===== config.mk =====
export PLATFORM = sky130hd
export DESIGN_NAME = desc_ring_engine
export DESIGN_NICKNAME = d
export VERILOG_FILES = /design/src/rtl/ring_pkg.sv /design/src/rtl/ring_desc_store.sv /design/src/rtl/ring_pointers.sv /design/src/rtl/ring_fetch_fsm.sv /design/src/rtl/desc_ring_engine.sv
export SDC_FILE = /design/constraint.sdc
export NUM_CORES = 1
export LEC_CHECK = 0
export BUFFER_PORTS_ARGS = -buffer_cell sky130_fd_sc_hd__buf_2
export CORE_MARGIN = 2
export CORE_UTILIZATION = 62
export CTS_CLUSTER_SIZE = 28
export DETAILED_ROUTE_END_ITERATION = 10
export PLACE_DENSITY = 0.81
export SLEW_MARGIN = 10
export SYNTH_ARGS = -nofsm -noshare
export SYNTH_HDL_FRONTEND = slang
export SYNTH_SLANG_ARGS = --single-unit
export TNS_END_PERCENT = 20

===== constraint.sdc =====
create_clock -name clk -period 7.32 [get_ports clk]
set_clock_uncertainty 0.1 [all_clocks]
set_input_delay 0.732 -clock clk [delete_from_list [all_inputs] [get_ports clk]]
set_output_delay 0.732 -clock clk [all_outputs]
set_load 0.02 [all_outputs]

===== src/rtl/ring_pkg.sv =====
// Shared types and field positions for the descriptor ring engine.
// Assumes descriptors are 64-bit words with flags in the top half-word.
package ring_pkg;

    typedef struct packed {
        logic [15:0] flags;
        logic [15:0] size;
        logic [31:0] addr;
    } desc_t;

    localparam int FLAG_IRQ  = 15;
    localparam int FLAG_EOT  = 14;
    localparam int FLAG_EOB  = 13;

    localparam int CTRL_EN   = 1;
    localparam int CTRL_DIR  = 3;
    localparam int CTRL_SYS  = 5;
    localparam logic [7:0] CTRL_MASK = 8'h2A;

    localparam logic [15:0] MAX_LEN = 16'd32760;

    typedef enum logic [1:0] {
        ST_IDLE  = 2'd0,
        ST_FETCH = 2'd1,
        ST_REQ   = 2'd2,
        ST_STOP  = 2'd3
    } eng_state_t;

endpackage


===== src/rtl/ring_desc_store.sv =====
// Local descriptor storage: one write port for software, one registered
// read port for the engine. Assumes writes and reads target distinct slots.
module ring_desc_store
    import ring_pkg::*;
#(
    parameter int SLOTS  = 16,
    parameter int SLOT_W = $clog2(SLOTS)
) (
    input  logic              clk,
    input  logic              we,
    input  logic [SLOT_W-1:0] waddr,
    input  desc_t             wdata,
    input  logic              re,
    input  logic [SLOT_W-1:0] raddr,
    output desc_t             rdata
);

    desc_t mem [SLOTS];

    // Software write into the ring slot.
    always_ff @(posedge clk) begin
        if (we) mem[waddr] <= wdata;
    end

    // Registered read; output holds until the next read.
    always_ff @(posedge clk) begin
        if (re) rdata <= mem[raddr];
    end

endmodule


===== src/rtl/ring_pointers.sv =====
// Current and doorbell slot pointers. The pointers wrap naturally because
// SLOTS is a power of two. Both clear on either reset.
module ring_pointers #(
    parameter int SLOTS  = 16,
    parameter int SLOT_W = $clog2(SLOTS)
) (
    input  logic              clk,
    input  logic              rst_n,
    input  logic              pipe_rst,
    input  logic              db_we,
    input  logic [SLOT_W-1:0] db_slot,
    input  logic              advance,
    output logic [SLOT_W-1:0] cur_slot,
    output logic              pending
);

    logic [SLOT_W-1:0] end_slot;

    // Doorbell capture and one-slot advance on completion.
    always_ff @(posedge clk) begin
        if (!rst_n || pipe_rst) begin
            cur_slot <= '0;
            end_slot <= '0;
        end else begin
            if (db_we)   end_slot <= db_slot;
            if (advance) cur_slot <= cur_slot + 1'b1;
        end
    end

    // Work remains while the pointers differ.
    always_comb pending = (cur_slot != end_slot);

endmodule


===== src/rtl/ring_fetch_fsm.sv =====
// Sequencer: fetches one descriptor, checks its length, holds the request
// until done, and then emits completion pulses. Assumes req_done only
// arrives while a request is pending.
module ring_fetch_fsm
    import ring_pkg::*;
(
    input  logic  clk,
    input  logic  rst_n,
    input  logic  pipe_rst,
    input  logic  enable,
    input  logic  halt,
    input  logic  pending,
    input  desc_t rd_desc,
    input  logic  req_done,
    output logic  rd_en,
    output logic  advance,
    output logic  req_valid,
    output logic  ev_desc,
    output logic  ev_irq,
    output logic  ev_eot,
    output logic  err_pulse
);

    eng_state_t state;
    logic       size_bad;
    logic       unused_flags;

    assign unused_flags = ^{rd_desc.flags[FLAG_EOB:0], rd_desc.addr};

    // Start a fetch only when idle, enabled, unpaused and work remains.
    always_comb rd_en = (state == ST_IDLE) && enable && pending && !halt;

    // Length legality check on the fetched descriptor.
    always_comb size_bad = (rd_desc.size == 16'd0) || (rd_desc.size > MAX_LEN);

    always_comb req_valid = (state == ST_REQ);
    always_comb advance   = (state == ST_REQ) && req_done;

    // State sequencing; stop is left only through a reset.
    always_ff @(posedge clk) begin
        if (!rst_n || pipe_rst) begin
            state <= ST_IDLE;
        end else begin
            unique case (state)
                ST_IDLE:  if (rd_en) state <= ST_FETCH;
                ST_FETCH: state <= size_bad ? ST_STOP : ST_REQ;
                ST_REQ:   if (req_done) state <= ST_IDLE;
                ST_STOP:  state <= ST_STOP;
                default:  state <= ST_IDLE;
            endcase
        end
    end

    // One-cycle completion and error pulses.
    always_ff @(posedge clk) begin
        if (!rst_n || pipe_rst) begin
            ev_desc   <= 1'b0;
            ev_irq    <= 1'b0;
            ev_eot    <= 1'b0;
            err_pulse <= 1'b0;
        end else begin
            ev_desc   <= advance;
            ev_irq    <= advance && rd_desc.flags[FLAG_IRQ];
            ev_eot    <= advance && rd_desc.flags[FLAG_EOT];
            err_pulse <= (state == ST_FETCH) && size_bad;
        end
    end

endmodule


===== src/rtl/desc_ring_engine.sv =====
// Top of the single-channel descriptor ring engine. Holds the write-once
// control register and joins the store, pointers and sequencer.
// Assumes SLOTS is a power of two and SLOTS*8 fits in 16 bits.
module desc_ring_engine
    import ring_pkg::*;
#(
    parameter int SLOTS  = 16,
    localparam int SLOT_W = $clog2(SLOTS)
) (
    input  logic              clk,
    input  logic              rst_n,
    input  logic              desc_we,
    input  logic [SLOT_W-1:0] desc_slot,
    input  logic [63:0]       desc_wdata,
    input  logic              ctrl_we,
    input  logic [7:0]        ctrl_wdata,
    output logic [7:0]        ctrl_q,
    input  logic              pipe_rst,
    input  logic              halt,
    input  logic              db_we,
    input  logic [15:0]       db_wdata,
    output logic [15:0]       cur_ofs,
    output logic              req_valid,
    output logic [31:0]       req_addr,
    output logic [15:0]       req_len,
    output logic              req_dir,
    input  logic              req_done,
    output logic              ev_desc,
    output logic              ev_irq,
    output logic              ev_eot,
    output logic              err_pulse
);

    logic [SLOT_W-1:0] cur_slot;
    logic              pending;
    logic              rd_en;
    logic              advance;
    desc_t             rd_desc;
    logic              unused_db;

    assign unused_db = ^{db_wdata[15:SLOT_W+3], db_wdata[2:0]};

    // Control register: writable only until the enable bit is set.
    always_ff @(posedge clk) begin
        if (!rst_n || pipe_rst) begin
            ctrl_q <= 8'h00;
        end else if (ctrl_we && !ctrl_q[CTRL_EN]) begin
            ctrl_q <= ctrl_wdata & CTRL_MASK;
        end
    end

    ring_desc_store #(.SLOTS(SLOTS)) u_store (
        .clk   (clk),
        .we    (desc_we),
        .waddr (desc_slot),
        .wdata (desc_t'(desc_wdata)),
        .re    (rd_en),
        .raddr (cur_slot),
        .rdata (rd_desc)
    );

    ring_pointers #(.SLOTS(SLOTS)) u_ptrs (
        .clk      (clk),
        .rst_n    (rst_n),
        .pipe_rst (pipe_rst),
        .db_we    (db_we),
        .db_slot  (db_wdata[SLOT_W+2:3]),
        .advance  (advance),
        .cur_slot (cur_slot),
        .pending  (pending)
    );

    ring_fetch_fsm u_fsm (
        .clk       (clk),
        .rst_n     (rst_n),
        .pipe_rst  (pipe_rst),
        .enable    (ctrl_q[CTRL_EN]),
        .halt      (halt),
        .pending   (pending),
        .rd_desc   (rd_desc),
        .req_done  (req_done),
        .rd_en     (rd_en),
        .advance   (advance),
        .req_valid (req_valid),
        .ev_desc   (ev_desc),
        .ev_irq    (ev_irq),
        .ev_eot    (ev_eot),
        .err_pulse (err_pulse)
    );

    // Request fields come straight from the fetched descriptor.
    always_comb begin
        req_addr = rd_desc.addr;
        req_len  = rd_desc.size;
        req_dir  = ctrl_q[CTRL_DIR];
    end

    // Byte offset view of the current slot.
    always_comb cur_ofs = 16'({cur_slot, 3'b000});

endmodule


==> impl_metrics.env <==
export IMPL_fin_tns_setup_ns=0
export IMPL_gr_total_overflow=0
export IMPL_vias_per_cell=6.70
export IMPL_nets=1658
export IMPL_dr_total_vias=15474
export IMPL_dp_hpwl_um=30900
export IMPL_timing_final_crit_share_pct=41.5
export IMPL_critPathMaxStageDelay_ns=0.85
export IMPL_drtIter0Drc=2189
export IMPL_clk_transition_reported_paths_ns=0.06
export IMPL_crit_fanout=114
export IMPL_syn_cell_area_um2=32800
export IMPL_antenna_found_initial=7
export IMPL_cts_root_buf="clkbuf_16"
export IMPL_p_per_area_nw_per_um2=267
export IMPL_cts_tree="yes"
export IMPL_wire_per_inst_um=31.5
export IMPL_ff_latch_area_um2=25900
export IMPL_clkLatencyLatePin_ns=0.62
export IMPL_grt_start_max_net_pins=115
export IMPL_cts_resized=0
export IMPL_yosysSeqAreaShare_pct=78.9
export IMPL_maxSlewViolCount=0
export IMPL_die_w_um=234
export IMPL_synth_edf_count=850
export IMPL_cts_hold_buf=0
export IMPL_grt_pass1_vias=15840
export IMPL_hold_violations=0
export IMPL_worst_pin_slew_ns=1.09
export IMPL_hp_class="input pin to flip-flop"
export IMPL_multi_input_area_um2=6180
export IMPL_rows=84
export IMPL_grt_usage_pct=27.3
export IMPL_synth_largest_area_cell="edfxtp_1"
export IMPL_cts_buffer_depth=3
export IMPL_cts_max_level=3
export IMPL_relSlewSlack_pct=27.5
export IMPL_synthTopCellsByArea="edfxtp_1, mux4_2, a22oi_1, buf_4, dfxtp_1"
export IMPL_routed_wl_um=72800
export IMPL_period_minus_slack_ns=3.04
export IMPL_numCtsBuffers=79
export IMPL_post_cts_buffers=0
export IMPL_rsz0062_at_grt="false"
export IMPL_place_area_um2=33800
export IMPL_initial_core_util_pct=62.5
export IMPL_syn2layout_area_growth_pct=10.5
export IMPL_port_buffers=129
export IMPL_synthTopCellsByCount="edfxtp_1, mux4_2, a22oi_1"
export IMPL_yosysMostFrequentCell="edfxtp_1"
export IMPL_die_area_um2=54700
export IMPL_drtAntennaViolNets=0
export IMPL_die_height_um=234
export IMPL_grt_first_pass_wirelength_um=104000
export IMPL_required_ns=7.55
export IMPL_peakVddDrop_mv=0.169
export IMPL_netlist_instances=1444
export IMPL_fin_area_um2=36200
export IMPL_cp_end_kind="flip-flop"
export IMPL_setup_viol=0
export IMPL_drive_gt1_share_pct=29.5
export IMPL_synth_distinct_cells=33
export IMPL_yosys_warnings=0
export IMPL_worstPathArrival_ns=3.27
export IMPL_max_freq_mhz=329
export IMPL_crit_chain="buf_12 > mux4_2 > nor2b_1 > a211oi_1 > a21oi_1"
export IMPL_syn_area_per_cell_um2=22.7
export IMPL_status="complete, no violations"
export IMPL_power_leakage_nw=11.3
export IMPL_place_gp_congestion=0.732
export IMPL_fin_cells=2309
export IMPL_ios=178
export IMPL_ys_async_sr_fraction_pct=0
export IMPL_crit_slowest_cell="dfxtp_4"
export IMPL_maxCapViolCount=0
export IMPL_hold_ws_ns=0.268
export IMPL_synth_top_cell_area_share_pct=77.9
export IMPL_crit_type="flip-flop to flip-flop"
export IMPL_design_power_total_mw=9.67
export IMPL_synth_seq_cells=867
export IMPL_firstDrtPassIters=6
export IMPL_coreArea_um2=52400
export IMPL_drc=0
export IMPL_synth_ff_type="edfxtp_1"
export IMPL_dp_cells=2164
export IMPL_worstSetupStartpointType="flip-flop"
export IMPL_fillers=2983
export IMPL_cts_sinks=867
## report_power, final
part	total, mW	switching (mW)	internal, mW
Combinational	0.186	0.136	0.0496
Sequential	5.57	0.0296	5.54
Clock	3.91	1.72	2.19
## registers in the layout (all words and copies together), names as in the netlist
register         count
ctrl_q               3
u_fsm.err_pulse      1
u_fsm.ev_desc        1
u_fsm.ev_eot         1
u_fsm.ev_irq         1
u_fsm.state          2
u_ptrs.cur_slot      4
u_ptrs.end_slot      4
u_store.mem        800
u_store.rdata       50
## critical path, delay by kind of cell, from the launching register on
kind / cells / cell delay (ns)
flops: 1 / 0.85
buf+inv: 1 / 0.61
mux: 1 / 0.59
compound gates: 2 / 0.42
simple gates: 1 / 0.15
## cells by family (layout without fill, tap and decap cells)
| logic type | count (synthesis) | in the layout | synth area share (%) |
|---|---|---|---|
| muxes | 211 | 211 | 14.1 |
| buffers and inverters | 140 | 297 | 2.81 |
| DFF | 867 | 867 | 78.9 |
| adders and majority gates | 1 | 1 | 0.0382 |
| xor gates and xnor gates | 7 | 7 | 0.187 |
| other | 1 | 21 | 0.0114 |
| and+or+nand+nor | 113 | 113 | 1.58 |
| AOI/OAI and AO/OA | 104 | 104 | 2.34 |
## stage by stage
stage	util, %	setup WS (ns)
floorplan	-	2.04
global placement	64.4	4.36
detailed placement	64.4	4.26
CTS	69.0	4.24
global route	69.0	4.08
finish	69.0	4.28
## per-layer routing
| metal | vias up | GRT usage, % | routed length [µm] |
|---|---|---|---|
| met2 | 1035 | 43.7 | 36700 |
| met3 | 148 | 5.73 | 7310 |
| li1 | 6208 | - | - |
| met1 | 8075 | 38.0 | 26800 |
| met5 | - | 0 | 47 |
| met4 | 8 | 10.0 | 1910 |
## cell type report
cell class / count / share of cell area (%)
tap: 688 / 2.38
clock inverter: 36 / 0.747
multi-input combinational: 453 / 17.1
sequential: 867 / 71.5
antenna: 4 / 0.0277
clock buffer: 105 / 5.90
timing repair buffer: 154 / 2.37
inverter: 2 / 0.0207
## placed cells by master, fill, tap and decap left out, drive strengths merged, types with 4 or more instances in the layout
cell type  instances
mux2i             11
a211oi             4
nor3               6
nand4              5
inv                6
nor2              28
nor2b              8
dfxtp             17
diode              4
nor4               4
mux4             200
buf              154
a22oi             92
bufinv             4
conb              17
a21oi              6
xnor2              5
edfxtp           850
clkinv            28
clkbuf           105
nand2             48
## path summary, 6_finish.rpt
path | from | to | slack (ns) | depth (start not counted)
worst max-delay path | u_ptrs.cur_slot[1]$_SDFFE_PP0P_ | u_store.rdata[47]$_DFFE_PP_ | 4.28 | 5
worst min register to register | u_store.rdata[63]$_DFFE_PP_ | u_fsm.ev_irq$_SDFF_PP0_ | 0.34 | 1
worst max register to register | u_ptrs.cur_slot[1]$_SDFFE_PP0P_ | u_store.rdata[47]$_DFFE_PP_ | 4.28 | 5
worst min-delay path | ctrl_wdata[3] | ctrl_q[3]$_SDFFE_PP0P_ | 0.27 | 3
(Power assumes the default switching activity.)
